<file path="config.mk">
export PLATFORM = sky130hd
export DESIGN_NAME = opnd_ea_gen
export DESIGN_NICKNAME = d
export VERILOG_FILES = /design/src/rtl/oeag_pkg.sv /design/src/rtl/oeag_rst_sync.sv /design/src/rtl/oeag_ctrl.sv /design/src/rtl/oeag_opnd_shift.sv /design/src/rtl/oeag_addr_calc.sv /design/src/rtl/oeag_hx_incr.sv /design/src/rtl/opnd_ea_gen.sv
export SDC_FILE = /design/constraint.sdc
export NUM_CORES = 1
export LEC_CHECK = 0
export BUFFER_PORTS_ARGS = -buffer_cell sky130_fd_sc_hd__buf_2
export CAP_MARGIN = 20
export CORE_MARGIN = 2
export CORE_UTILIZATION = 25
export DETAILED_ROUTE_END_ITERATION = 10
export GPL_TIMING_DRIVEN = 1
export HOLD_SLACK_MARGIN = 0.12
export SYNTH_ARGS = -nofsm -noshare
export SYNTH_HDL_FRONTEND = slang
export SYNTH_HIERARCHICAL = 1
export SYNTH_SLANG_ARGS = --single-unit
</file>
<file path="constraint.sdc">
create_clock -name clk -period 7 [get_ports clk]
set_input_delay 0.7 -clock clk [delete_from_list [all_inputs] [get_ports clk]]
set_output_delay 0.7 -clock clk [all_outputs]
set_load 0.01 [all_outputs]
</file>
<file path="src/rtl/oeag_pkg.sv">
package oeag_pkg;

  typedef enum logic [2:0] {
    M_ABS    = 3'd0,
    M_IX     = 3'd1,
    M_IXP    = 3'd2,
    M_IX8    = 3'd3,
    M_IX8P   = 3'd4,
    M_IX16   = 3'd5,
    M_SP8    = 3'd6,
    M_SP16   = 3'd7
  } ea_mode_e;

  typedef enum logic [2:0] {
    S_IDLE   = 3'd0,
    S_GATHER = 3'd1,
    S_DONE   = 3'd2,
    S_WAIT   = 3'd3,
    S_WB     = 3'd4
  } ea_state_e;

  function automatic logic [1:0] need_bytes(ea_mode_e m);
    case (m)
      M_ABS, M_IX16, M_SP16: need_bytes = 2'd2;
      M_IX, M_IXP:           need_bytes = 2'd0;
      default:               need_bytes = 2'd1;
    endcase
  endfunction

  function automatic logic is_pinc(ea_mode_e m);
    is_pinc = (m == M_IXP) || (m == M_IX8P);
  endfunction

  function automatic logic uses_sp(ea_mode_e m);
    uses_sp = (m == M_SP8) || (m == M_SP16);
  endfunction

endpackage

</file>
<file path="src/rtl/oeag_rst_sync.sv">
module oeag_rst_sync #(
  parameter int STAGES = 2
) (
  input  logic clk,
  input  logic rst_n,
  output logic rst_sync_n
);
  logic [STAGES-1:0] sync_q;

  always_ff @(posedge clk or negedge rst_n) begin
    if (!rst_n) sync_q <= '0;
    else        sync_q <= {sync_q[STAGES-2:0], 1'b1};
  end

  assign rst_sync_n = sync_q[STAGES-1];
endmodule

</file>
<file path="src/rtl/oeag_ctrl.sv">
module oeag_ctrl
  import oeag_pkg::*;
#(
  parameter int ADDR_W = 16
) (
  input  logic              clk,
  input  logic              rst_n,
  input  logic              start_i,
  input  ea_mode_e          mode_i,
  input  logic [ADDR_W-1:0] hx_i,
  input  logic [ADDR_W-1:0] sp_i,
  input  logic              byte_vld_i,
  input  logic              opnd_ack_i,
  output ea_mode_e          mode_q_o,
  output logic [ADDR_W-1:0] hx_q_o,
  output logic [ADDR_W-1:0] sp_q_o,
  output logic              gather_en_o,
  output logic              clr_o,
  output logic              done_o,
  output logic              wb_load_o,
  output logic              wb_en_o
);
  ea_state_e         state_q, state_d;
  logic [1:0]        cnt_q, cnt_d;
  logic              cap_en;
  ea_mode_e          mode_q;
  logic [ADDR_W-1:0] hx_q, sp_q;

  always_comb begin
    state_d   = state_q;
    cnt_d     = cnt_q;
    cap_en    = 1'b0;
    wb_load_o = 1'b0;
    case (state_q)
      S_IDLE: begin
        if (start_i) begin
          cap_en  = 1'b1;
          cnt_d   = need_bytes(mode_i);
          state_d = (need_bytes(mode_i) == 2'd0) ? S_DONE : S_GATHER;
        end
      end
      S_GATHER: begin
        if (byte_vld_i) begin
          cnt_d = cnt_q - 2'd1;
          if (cnt_q == 2'd1) state_d = S_DONE;
        end
      end
      S_DONE: begin
        if (is_pinc(mode_q)) begin
          if (opnd_ack_i) begin
            state_d   = S_WB;
            wb_load_o = 1'b1;
          end else begin
            state_d = S_WAIT;
          end
        end else begin
          state_d = S_IDLE;
        end
      end
      S_WAIT: begin
        if (opnd_ack_i) begin
          state_d   = S_WB;
          wb_load_o = 1'b1;
        end
      end
      S_WB:    state_d = S_IDLE;
      default: state_d = S_IDLE;
    endcase
  end

  always_ff @(posedge clk or negedge rst_n) begin
    if (!rst_n) begin
      state_q <= S_IDLE;
      cnt_q   <= 2'd0;
    end else begin
      state_q <= state_d;
      cnt_q   <= cnt_d;
    end
  end

  always_ff @(posedge clk or negedge rst_n) begin
    if (!rst_n) begin
      mode_q <= M_ABS;
      hx_q   <= '0;
      sp_q   <= '0;
    end else if (cap_en) begin
      mode_q <= mode_i;
      hx_q   <= hx_i;
      sp_q   <= sp_i;
    end
  end

  assign mode_q_o    = mode_q;
  assign hx_q_o      = hx_q;
  assign sp_q_o      = sp_q;
  assign clr_o       = cap_en;
  assign gather_en_o = (state_q == S_GATHER);
  assign done_o      = (state_q == S_DONE);
  assign wb_en_o     = (state_q == S_WB);

  assert_done_single_R8: assert property (@(posedge clk) disable iff (!rst_n)
    done_o |=> !done_o);

  assert_nobyte_done_R2: assert property (@(posedge clk) disable iff (!rst_n)
    (state_q == S_IDLE && start_i && need_bytes(mode_i) == 2'd0) |=> done_o);

  assert_wb_pulse_R10: assert property (@(posedge clk) disable iff (!rst_n)
    wb_en_o |=> !wb_en_o);

  assert_busy_start_R9: assert property (@(posedge clk) disable iff (!rst_n)
    (state_q != S_IDLE) |=> $stable(mode_q) && $stable(hx_q) && $stable(sp_q));
endmodule

</file>
<file path="src/rtl/oeag_opnd_shift.sv">
module oeag_opnd_shift #(
  parameter int BYTE_W    = 8,
  parameter int NUM_BYTES = 2
) (
  input  logic                        clk,
  input  logic                        rst_n,
  input  logic                        clr_i,
  input  logic                        gather_en_i,
  input  logic                        byte_vld_i,
  input  logic [BYTE_W-1:0]           byte_i,
  output logic [NUM_BYTES*BYTE_W-1:0] opnd_o
);
  logic [BYTE_W-1:0] lane_q [NUM_BYTES];
  logic              shift_en;

  assign shift_en = clr_i || (gather_en_i && byte_vld_i);

  for (genvar g = 0; g < NUM_BYTES; g++) begin : g_lane
    logic [BYTE_W-1:0] lane_d;
    if (g == 0) begin : g_first
      assign lane_d = clr_i ? '0 : byte_i;
    end else begin : g_next
      assign lane_d = clr_i ? '0 : lane_q[g-1];
    end
    always_ff @(posedge clk or negedge rst_n) begin
      if (!rst_n)        lane_q[g] <= '0;
      else if (shift_en) lane_q[g] <= lane_d;
    end
    assign opnd_o[g*BYTE_W +: BYTE_W] = lane_q[g];
  end

  assert_idle_hold_R9: assert property (@(posedge clk) disable iff (!rst_n)
    (!gather_en_i && !clr_i) |=> $stable(opnd_o));

  assert_clear_R3: assert property (@(posedge clk) disable iff (!rst_n)
    clr_i |=> (opnd_o == '0));
endmodule

</file>
<file path="src/rtl/oeag_addr_calc.sv">
module oeag_addr_calc
  import oeag_pkg::*;
#(
  parameter int ADDR_W = 16,
  parameter int BYTE_W = 8
) (
  input  ea_mode_e          mode_i,
  input  logic [ADDR_W-1:0] hx_i,
  input  logic [ADDR_W-1:0] sp_i,
  input  logic [ADDR_W-1:0] opnd_i,
  output logic [ADDR_W-1:0] ea_o
);
  logic [ADDR_W-1:0] base;
  logic [ADDR_W-1:0] off8;

  assign base = uses_sp(mode_i) ? sp_i : hx_i;
  assign off8 = {{(ADDR_W-BYTE_W){1'b0}}, opnd_i[BYTE_W-1:0]};

  always_comb begin
    case (mode_i)
      M_ABS:                  ea_o = opnd_i;
      M_IX, M_IXP:            ea_o = base;
      M_IX8, M_IX8P, M_SP8:   ea_o = base + off8;
      default:                ea_o = base + opnd_i;
    endcase
  end
endmodule

</file>
<file path="src/rtl/oeag_hx_incr.sv">
module oeag_hx_incr #(
  parameter int ADDR_W = 16
) (
  input  logic              clk,
  input  logic              rst_n,
  input  logic              load_i,
  input  logic [ADDR_W-1:0] hx_i,
  output logic [ADDR_W-1:0] hx_wb_o
);
  logic [ADDR_W-1:0] wb_q, wb_d;

  assign wb_d = hx_i + {{(ADDR_W-1){1'b0}}, 1'b1};

  always_ff @(posedge clk or negedge rst_n) begin
    if (!rst_n)      wb_q <= '0;
    else if (load_i) wb_q <= wb_d;
  end

  assign hx_wb_o = wb_q;
endmodule

</file>
<file path="src/rtl/opnd_ea_gen.sv">
module opnd_ea_gen
  import oeag_pkg::*;
#(
  parameter int ADDR_W = 16,
  parameter int BYTE_W = 8
) (
  input  logic              clk,
  input  logic              rst_n,
  input  logic              start_i,
  input  logic [2:0]        mode_i,
  input  logic [ADDR_W-1:0] hx_i,
  input  logic [ADDR_W-1:0] sp_i,
  input  logic              byte_vld_i,
  input  logic [BYTE_W-1:0] byte_i,
  input  logic              opnd_ack_i,
  output logic [ADDR_W-1:0] ea_o,
  output logic              ea_done_o,
  output logic [ADDR_W-1:0] hx_wb_o,
  output logic              hx_wb_en_o
);
  localparam int NUM_BYTES = ADDR_W / BYTE_W;

  logic              rst_sync_n;
  ea_mode_e          mode_q;
  logic [ADDR_W-1:0] hx_q, sp_q, opnd;
  logic              gather_en, clr, wb_load;

  oeag_rst_sync #(.STAGES(2)) u_rst (
    .clk(clk), .rst_n(rst_n), .rst_sync_n(rst_sync_n)
  );

  oeag_ctrl #(.ADDR_W(ADDR_W)) u_ctrl (
    .clk(clk), .rst_n(rst_sync_n), .start_i(start_i),
    .mode_i(ea_mode_e'(mode_i)), .hx_i(hx_i), .sp_i(sp_i),
    .byte_vld_i(byte_vld_i), .opnd_ack_i(opnd_ack_i),
    .mode_q_o(mode_q), .hx_q_o(hx_q), .sp_q_o(sp_q),
    .gather_en_o(gather_en), .clr_o(clr), .done_o(ea_done_o),
    .wb_load_o(wb_load), .wb_en_o(hx_wb_en_o)
  );

  oeag_opnd_shift #(.BYTE_W(BYTE_W), .NUM_BYTES(NUM_BYTES)) u_shift (
    .clk(clk), .rst_n(rst_sync_n), .clr_i(clr), .gather_en_i(gather_en),
    .byte_vld_i(byte_vld_i), .byte_i(byte_i), .opnd_o(opnd)
  );

  oeag_addr_calc #(.ADDR_W(ADDR_W), .BYTE_W(BYTE_W)) u_calc (
    .mode_i(mode_q), .hx_i(hx_q), .sp_i(sp_q), .opnd_i(opnd), .ea_o(ea_o)
  );

  oeag_hx_incr #(.ADDR_W(ADDR_W)) u_incr (
    .clk(clk), .rst_n(rst_sync_n), .load_i(wb_load), .hx_i(hx_q),
    .hx_wb_o(hx_wb_o)
  );

  assert_ix_addr_R2: assert property (@(posedge clk) disable iff (!rst_sync_n)
    (ea_done_o && (mode_q == M_IX || mode_q == M_IXP)) |-> (ea_o == hx_q));

  assert_wb_only_pinc_R11: assert property (@(posedge clk) disable iff (!rst_sync_n)
    hx_wb_en_o |-> is_pinc(mode_q));

  assert_wb_value_R10: assert property (@(posedge clk) disable iff (!rst_sync_n)
    hx_wb_en_o |-> (hx_wb_o == hx_q + {{(ADDR_W-1){1'b0}}, 1'b1}));

  assert_wb_after_ack_R10: assert property (@(posedge clk) disable iff (!rst_sync_n)
    $rose(hx_wb_en_o) |-> $past(opnd_ack_i));
endmodule

</file>
# Word level (Yosys, flattened, before mapping)
# Cells that the tools add are included.
[totals] register_bits=74 input_bits=48 output_inout_bits=34 word_cells=69
[classes] n_addsub=4 n_eq_ne=19 mux=22 n_reduce_logical=15
[op_table] operator="16-bit case mux with 3 select lines" n=1
[op_table] operator="3-bit equality test, second input constant" n=6
[op_table] operator="3-bit 2-to-1 mux" n=6
[op_table] operator="16-bit by 1-bit adder with 16-bit output, second input constant" n=1
[op_table] operator="16-bit adder" n=1
[op_table] operator="16-bit by 8-bit adder with 16-bit output" n=1
[op_table] operator="16-bit 2-to-1 mux" n=1
[op_table] operator="8-bit 2-to-1 mux" n=2
[op_table] operator="3-bit by 2-bit equality test with 1-bit output, second input constant" n=5
[op_table] operator="3-bit case mux with 4 select lines" n=1
[op_table] operator="3-bit by 1-bit equality test with 1-bit output, second input constant" n=3
[op_table] operator="3-bit zero test" n=3
[op_table] operator="2-bit 2-to-1 mux" n=4
[op_table] operator="2-bit != test, second input constant" n=4
[op_table] operator="2-bit case mux with 2 select lines" n=2
[op_table] operator="3-bit OR reduction" n=2
[op_table] operator="1-bit 2-to-1 mux" n=4
[op_table] operator="4-bit AND reduction" n=1
[op_table] operator="2-bit OR reduction" n=2
[op_table] operator="1-bit logical OR" n=3
[op_table] operator="3-bit AND reduction" n=1
[op_table] operator="2-bit by 1-bit equality test with 1-bit output, second input constant" n=1
[op_table] operator="2-bit zero test" n=1
[op_table] operator="1-bit case mux with 2 select lines" n=1
[op_table] operator="other kinds (3)" n=3

# Longest topological paths before layout
# Gate-level depths: netlist (run 1).
[logic_depth] ltp_word=9 ltp_mapped=13 ltp_nobuf=11

# Cells and area by module
# Netlist (run 1), hierarchy kept.
[modules_own_cells] module="oeag_ctrl" instances=1 cells_each=122 area_each_um2=1725.4 seq_area_each_um2=1001.0
[modules_own_cells] module="oeag_addr_calc" instances=1 cells_each=191 area_each_um2=1480.2 seq_area_each_um2=0.0
[modules_own_cells] module="oeag_hx_incr" instances=1 cells_each=90 area_each_um2=867.1 seq_area_each_um2=400.4
[modules_own_cells] module="oeag_opnd_shift" instances=1 cells_each=63 area_each_um2=740.7 seq_area_each_um2=400.4
[modules_own_cells] module="oeag_rst_sync" instances=1 cells_each=3 area_each_um2=53.8 seq_area_each_um2=50.0

# Worst setup path after synthesis (run 1)
# Ideal clock, no wire load.
[synth_timing] path_type="reg2out" start="register u_ctrl.mode_q[1] (netlist: u_ctrl/mode_q_o[1])" end="output port ea_o[10]" t_arrival_ns=2.713 t_required_ns=6.300 setup_slack_ns=3.587 stages_incl_launch_ff=14 n_path_buf=2 path_cell_list="dfrtp_1 buf_4 nand2_2 buf_2 mux2_2 ha_1 inv_1 fa_1 nor2b_1 o21bai_1 a21oi_4 a311oi_2 xor2_1 o22ai_1"
[synth_via] elab_chain_cells=5 word_cells_on_any_way=14 classes_between="add/sub (2); eq/ne (6); mux (2); reduce/logical (4)"
[synth_rtl] item="start: declaration" line_no="oeag_ctrl.sv:26" text="ea_mode_e mode_q;"
[synth_rtl] item="start signal: assignment" line_no="oeag_ctrl.sv:87" text="mode_q <= mode_i;"
[synth_rtl] item="3-bit equality test (on tied branches)" line_no="oeag_pkg.sv:35, oeag_addr_calc.sv:20"
[synth_rtl] item="1-bit logical OR" line_no="oeag_pkg.sv:35" text="uses_sp = (m == M_SP8) || (m == M_SP16);"
[synth_rtl] item="16-bit 2-to-1 mux" line_no="oeag_addr_calc.sv:16" text="assign base = uses_sp(mode_i) ? sp_i : hx_i;"
[synth_rtl] item="16-bit adder or 16-bit by 8-bit adder with 16-bit output (tied branches)" line_no="oeag_addr_calc.sv:24, oeag_addr_calc.sv:23"
[synth_rtl] item="16-bit case mux with 3 select lines (*)" line_no="oeag_addr_calc.sv:20" text="case (mode_i)"
[synth_rtl] item="end: declaration" line_no="opnd_ea_gen.sv:16" text="output logic [ADDR_W-1:0] ea_o,"
# Every way passes the cells marked *; elsewhere a longest branch is shown, timed or not.

# Worst setup path after layout (run 1)
[layout_timing] start="register u_ctrl.mode_q[2] (netlist: u_ctrl/mode_q_o[2])" end="output port ea_o[10]"
# Same word-level chain as after synthesis.

==> reports/metrics.yaml, run 1 <==
status:
  run_status: "complete, no violations"
sta:
  tightest_slew_ps: 909
  max_freq_mhz: 216
  period_minus_slack_ps: 4630
  fin_crit_sh_pct: 66.1
  totalNegativeSetupSlack_ps: 0
  clock_skew_ps: 5.53
  hold_viol: 0
  whs_ps: 353
  slew-limit-headroom_pct: 39.4
  rsz0062_at_grt: "false"
  setup_viol: 0
  drv_slew: 0
critical_path:
  crit_type: "reg -> out"
  arrival_ps: 3930
  crit_required_ps: 6300
  rrSetupSlack_ps: 4630
  startpoint_type: "flop"
  path_max_fanout: 25
  cp-end-kind: "primary output"
global_route:
  first_global_vias: 3671
  antenna_found_initial: 3
  grt_max_degree: 73
  grt_first_pass_wirelength_microns: 20100
  groute.usage.overall_pct: 12.6
  gr-total-overflow: 0
yosys:
  synth_cells: 469
  ys_types: 63
  synthFlopType: "dfrtp_1"
  yosysWarnings: 6
  netlist_area_sq_um: 4870
  ys_seq_area_share_pct: 38.0
  syn_nets: 537
  synth_edf_count: 0
  synth_seq_cells: 74
  syn_area_per_cell_sq_um: 10.4
  async_flop_share_pct: 100
power:
  p_int_mw: 1.85
  leakage_nw: 2.44
  powerDensity_nw_per_um2: 589
  p_sw_share_pct: 46.0
  power_frac_seq_pct: 27.7
  p_sw_mw: 1.57
  peakVddDrop_uv: 157
  pwr-share-clk_pct: 14.1
  finalPower_mw: 3.42
  combPwrFrac_pct: 58.2
finish:
  layout.area.seq_sq_um: 1850
  final_common_cell: "buf_2"
  n_antenna_cell: 0
  nets: 612
  multi_input_area_sq_um: 2800
  area_delta_synth_final_pct: 19.2
  fill_cells: 2041
  drive_above_1_share_pct: 33.3
  layout_common_cells: "buf_2, dfrtp_1, mux2_2, a21oi_1, nor2_1"
floorplanning:
  die_height_microns: 144
  die-area_sq_um: 20600
  fp.dieW_microns: 144
  start_util_pct: 25.3
  coreArea_sq_um: 19300
  row_count: 51
  pin_count: 82
route:
  first_pass_iters: 5
  dr.max_layer_used: "met5"
  via_count: 3807
  viasPerCell: 4.68
  wirelength_met1_microns: 5840
  route.detailed.drc: 0
  wl_per_cell_microns: 15.6
  initialDrtViolationCount: 255
  wl_met3_microns: 652
  ant_nets: 0
  route.met2.wl_microns: 5930
  wirelength_microns: 12700
placement:
  numPortBuffers: 81
  gp_congestion: 0.932
  dpl.hpwl_microns: 9640
clock_network:
  insertion_delay_ps: 340
  clk_path_buf_depth: 2
  post_cts_buffers: 0
  cts_hold_buffers: 1
  h-tree-depth: 3
  cts.sinks: 74
  post_cts_resized: 0
  cts-root-buf: "clkbuf_16"
  cts_made_buffers: 9
  cts_tree: "built"
  cts.clk_slew.worst_paths_ps: 60
hold_path:
  worstHoldPathType: "reg -> reg"
run:
  cap_violations: 0
critical path: stages (launching register included):
cell      delay [ps]
dfrtp_1          910
nand2_2          470
mux2_2           350
ha_1             160
inv_1             60
fa_1             400
nor2b_1          170
o21bai_1         140
a21oi_4          230
a311oi_2         130
xor2_1           160
o22ai_1          220
buf_2            180
layer usage:
metal	GRT usage (%)	vias to the layer above
li1	-	1854
met1	16.6	1819
met2	19.9	109
met3	3.13	21
met4	4.85	4
met5	0	-
registers in the layout, summed over array words and instances (netlist names):
signal	count
u_rst/sync_q	2
u_ctrl/cnt_q	2
u_shift/opnd_o	16
u_ctrl/mode_q_o	3
u_incr/hx_wb_o	16
u_ctrl/sp_q_o	16
u_ctrl/state_q	3
u_ctrl/hx_q_o	16
area by class of cell:
| class | instances | share of cell area [%] |
|---|---|---|
| clock buffers | 10 | 4.12 |
| repair buffers | 86 | 7.68 |
| inverters | 16 | 1.03 |
| clock inverters | 6 | 1.23 |
| multi-input cells | 357 | 48.3 |
| flip-flops and latches | 74 | 31.9 |
| well taps | 265 | 5.71 |
worst paths after layout:
path / startpoint / endpoint / cells past startpoint
min: u_rst/sync_q[0]$_DFF_PN0_ / u_rst/sync_q[1]$_DFF_PN0_ / 0
max reg2reg: u_ctrl/mode_q_o[2]$_DFFE_PN0P_ / u_incr/hx_wb_o[1]$_DFFE_PN0P_ / 5
max: u_ctrl/mode_q_o[2]$_DFFE_PN0P_ / ea_o[10] / 12
min in group asynchronous: u_rst/sync_q[1]$_DFF_PN0_ / u_ctrl/sp_q_o[3]$_DFFE_PN0P_ / 1
min reg2reg: u_rst/sync_q[0]$_DFF_PN0_ / u_rst/sync_q[1]$_DFF_PN0_ / 0
max in group asynchronous: u_rst/sync_q[1]$_DFF_PN0_ / u_ctrl/sp_q_o[12]$_DFFE_PN0P_ / 1
cells in the mapped netlist, types with 2 or more instances:
master / n / share of area [%]
buf_2: 3 / 0.31
mux2_2: 52 / 12
or2_2: 2 / 0.26
nor2_2: 3 / 0.39
mux2i_2: 2 / 0.57
a21o_1: 2 / 0.31
a31oi_1: 2 / 0.26
nand2_2: 3 / 0.39
o211ai_1: 5 / 0.77
buf_4: 4 / 0.62
a22o_1: 2 / 0.36
nand4b_1: 9 / 1.6
o21ai_1: 7 / 0.72
o31ai_1: 2 / 0.31
and2_1: 8 / 1.0
o21ai_0: 12 / 1.2
nand3_1: 8 / 0.82
nor2b_1: 2 / 0.26
o22ai_1: 10 / 1.3
a21oi_2: 3 / 0.54
o21bai_1: 4 / 0.62
a2111o_1: 2 / 0.46
mux2i_1: 16 / 3.3
a21oi_1: 32 / 3.3
nor4_2: 4 / 1.0
inv_1: 16 / 1.2
nor3_1: 9 / 0.93
buf_6: 5 / 1.2
nand4_1: 3 / 0.39
nor4b_1: 3 / 0.54
dfrtp_1: 74 / 38
nand3b_1: 2 / 0.31
clkbuf_8: 2 / 0.57
nand3_2: 2 / 0.41
a22oi_1: 11 / 1.7
nor2_1: 27 / 2.1
nand2b_1: 19 / 2.4
and2_4: 2 / 0.36
clkbuf_1: 7 / 0.54
ha_1: 19 / 4.9
xor2_1: 9 / 1.6
xnor2_1: 23 / 4.1
nand2_1: 17 / 1.3
cells by family (layout without fill, tap and decap cells):
family                     after synthesis  after routing  share of synthesized area (%)
AOI/OAI and AO/OA                      107            107                           14.6
DFF                                     74             74                           38.0
and+or+nand+nor                        127            127                           15.9
buffers and inverters                   38            118                           4.50
other                                    1              1                         0.0770
xor gates and xnor gates                32             32                           5.76
adders and majority gates               20             20                           5.30
muxes                                   70             70                           15.9
power by group through the flow:
stage / Clock (mW) / Sequential (mW) / Combinational, mW
after floorplan: 0 / 0.833 / 1.54
after global placement: 0 / 0.951 / 1.98
after detailed placement: 0 / 0.956 / 1.98
after CTS: 0.495 / 0.948 / 1.99
after global routing: 0.516 / 0.987 / 2.18
final: 0.483 / 0.946 / 1.99
stage by stage:
step	std cells	setup WS, ps	instance area (sq um)	utilization [%]
2_1_floorplan	469	3590	4870	-
3_5_place_dp	797	2750	5480	28.5
6_report	814	2370	5800	30.1
4_1_cts	814	2380	5800	30.1
5_1_grt	814	2100	5800	30.1
3_3_place_gp	797	2860	5480	28.5
Power figures use the tool's default switching activity.
==> run 2: changes to the inputs <==
- clock period: 7 -> 4.8 ns (I/O delays scaled with it)
==> reports/metrics.yaml, run 2 (synthesis results as in run 1) <==
placement:
  pre_cts_ws_ps: 1240
  dp_cells: 799
  numPortBuffers: 81
  dpl.hpwl_microns: 9890
  placed_area_sq_um: 5500
  gp_congestion: 0.982
route:
  wl_per_cell_microns: 15.7
  viasPerCell: 4.68
  route.detailed.drc: 0
  ant_nets: 0
  wirelength_microns: 12800
  first_pass_iters: 5
  initialDrtViolationCount: 241
  via_count: 3817
sta:
  period_minus_slack_ps: 3970
  setup_slack_ps: 834
  slew-limit-headroom_pct: 48.5
  max_freq_mhz: 252
  clock_skew_ps: 8.15
  setup_viol: 0
  tightest_slew_ps: 772
  totalNegativeSetupSlack_ps: 0
  rsz0062_at_grt: "false"
  hold_viol: 0
  fin_crit_sh_pct: 82.6
  drv_slew: 0
global_route:
  grt_max_degree: 63
  groute.usage.overall_pct: 12.7
  grt_first_pass_wirelength_microns: 20200
  gr-total-overflow: 0
  first_global_vias: 3755
  antenna_found_initial: 0
floorplanning:
  coreArea_sq_um: 19300
  fp.dieW_microns: 144
  row_count: 51
  start_util_pct: 25.3
  die-area_sq_um: 20600
  die_height_microns: 144
  pin_count: 82
clock_network:
  cts.sinks: 74
  cts_hold_buffers: 1
  cts_tree: "built"
  post_cts_resized: 0
  h-tree-depth: 3
  cts-root-buf: "clkbuf_16"
  clk_path_buf_depth: 2
  insertion_delay_ps: 340
  cts.clk_slew.worst_paths_ps: 60
  post_cts_buffers: 0
  cts_made_buffers: 9
finish:
  area_delta_synth_final_pct: 20.6
  finalInstanceArea_sq_um: 5870
  layout.cells.non_filler: 816
  fill_cells: 2057
  final_common_cell: "buf_2"
  n_antenna_cell: 0
  multi_input_area_sq_um: 2800
  layout_common_cells: "buf_2, dfrtp_1, mux2_2, a21oi_1, nor2_1"
  layout.area.seq_sq_um: 1850
  nets: 614
  drive_above_1_share_pct: 33.6
critical_path:
  path_cells: "nand2_2 > mux2_2 > ha_1 > inv_1 > fa_1 > nor2b_1 > o21bai_1 > a21oi_4 > a311oi_2 > xor2_1 > o22ai_1 > buf_2"
  cp_top_family: "compound AO/OA/AOI/OAI gates"
  r2r-start: "u_ctrl/mode_q_o[1]$_DFFE_PN0P_"
  critical-path-max-stage-delay_ps: 590
  crit_type: "reg -> out"
  path_max_fanout: 16
  slowest_stage: "dfrtp_1"
  crit_required_ps: 4320
  arrival_ps: 3490
  crit_buf_inv: 2
  startpoint: "u_ctrl/mode_q_o[1]$_DFFE_PN0P_"
  startpoint_type: "flop"
  cp-end-kind: "primary output"
hold_path:
  worstHoldPathType: "reg -> async"
power:
  powerDensity_nw_per_um2: 872
  peakVddDrop_uv: 214
  leakage_nw: 2.48
run:
  cap_violations: 0
status:
  run_status: "complete, no violations"
-- run 2: cell types whose count changed in the layout (fill, tap and decap cells not counted) --
cell,previous run,this run
bufinv_16,1,3
inv_6,3,2
clkinvlp_4,2,0
buf_4,4,6
clkbuf_8,1,2
-- run 2: metrics by stage --
step | hold WS, ps | total power, mW | utilization [%]
final | 343 | 5.12 | 30.5
after global routing | 366 | 5.52 | 30.5
after CTS | 354 | 5.16 | 30.5
after detailed placement | 269 | 4.31 | 28.5
after global placement | 267 | 4.34 | 28.5
after floorplan | 184 | 3.46 | -
-- run 2: worst paths after layout --
| path | to | slack [ps] | cells past startpoint |
|---|---|---|---|
| min | u_ctrl/sp_q_o[3]$_DFFE_PN0P_ | 340 | 0 |
| max in group asynchronous | u_ctrl/hx_q_o[4]$_DFFE_PN0P_ | 3390 | 1 |
| min reg2reg | u_ctrl/sp_q_o[3]$_DFFE_PN0P_ | 340 | 0 |
| min in group clk | u_rst/sync_q[1]$_DFF_PN0_ | 350 | 0 |
| max | ea_o[10] | 830 | 12 |
| max reg2reg | u_incr/hx_wb_o[1]$_DFFE_PN0P_ | 2520 | 6 |
-- run 2: area by class of cell --
type	count	area share, %
Clock inverter	5	1.83
Multi-Input combinational cell	357	47.8
Inverter	16	1.02
Tap cell	265	5.65
Sequential cell	74	31.6
Timing Repair Buffer	88	7.85
Clock buffer	11	4.31
-- run 2: layer usage --
| metal | GRT usage (%) | share of wire, % | routed length [microns] | vias to the layer above |
|---|---|---|---|---|
| met2 | 20.6 | 47 | 6020 | 93 |
| li1 | - | - | - | 1866 |
| met4 | 4.80 | 1.8 | 236 | 0 |
| met1 | 17.0 | 48 | 6080 | 1840 |
| met3 | 1.80 | 3.5 | 445 | 18 |
| met5 | 0 | 0 | 0 | - |
-- run 2: where the power goes --
part | switching [mW] | internal [mW] | leakage (nW) | total [mW]
sequential | 0.423 | 0.931 | 0.893 | 1.35
clock | 0.272 | 0.540 | 0.177 | 0.812
combinational | 1.60 | 1.35 | 1.41 | 2.95
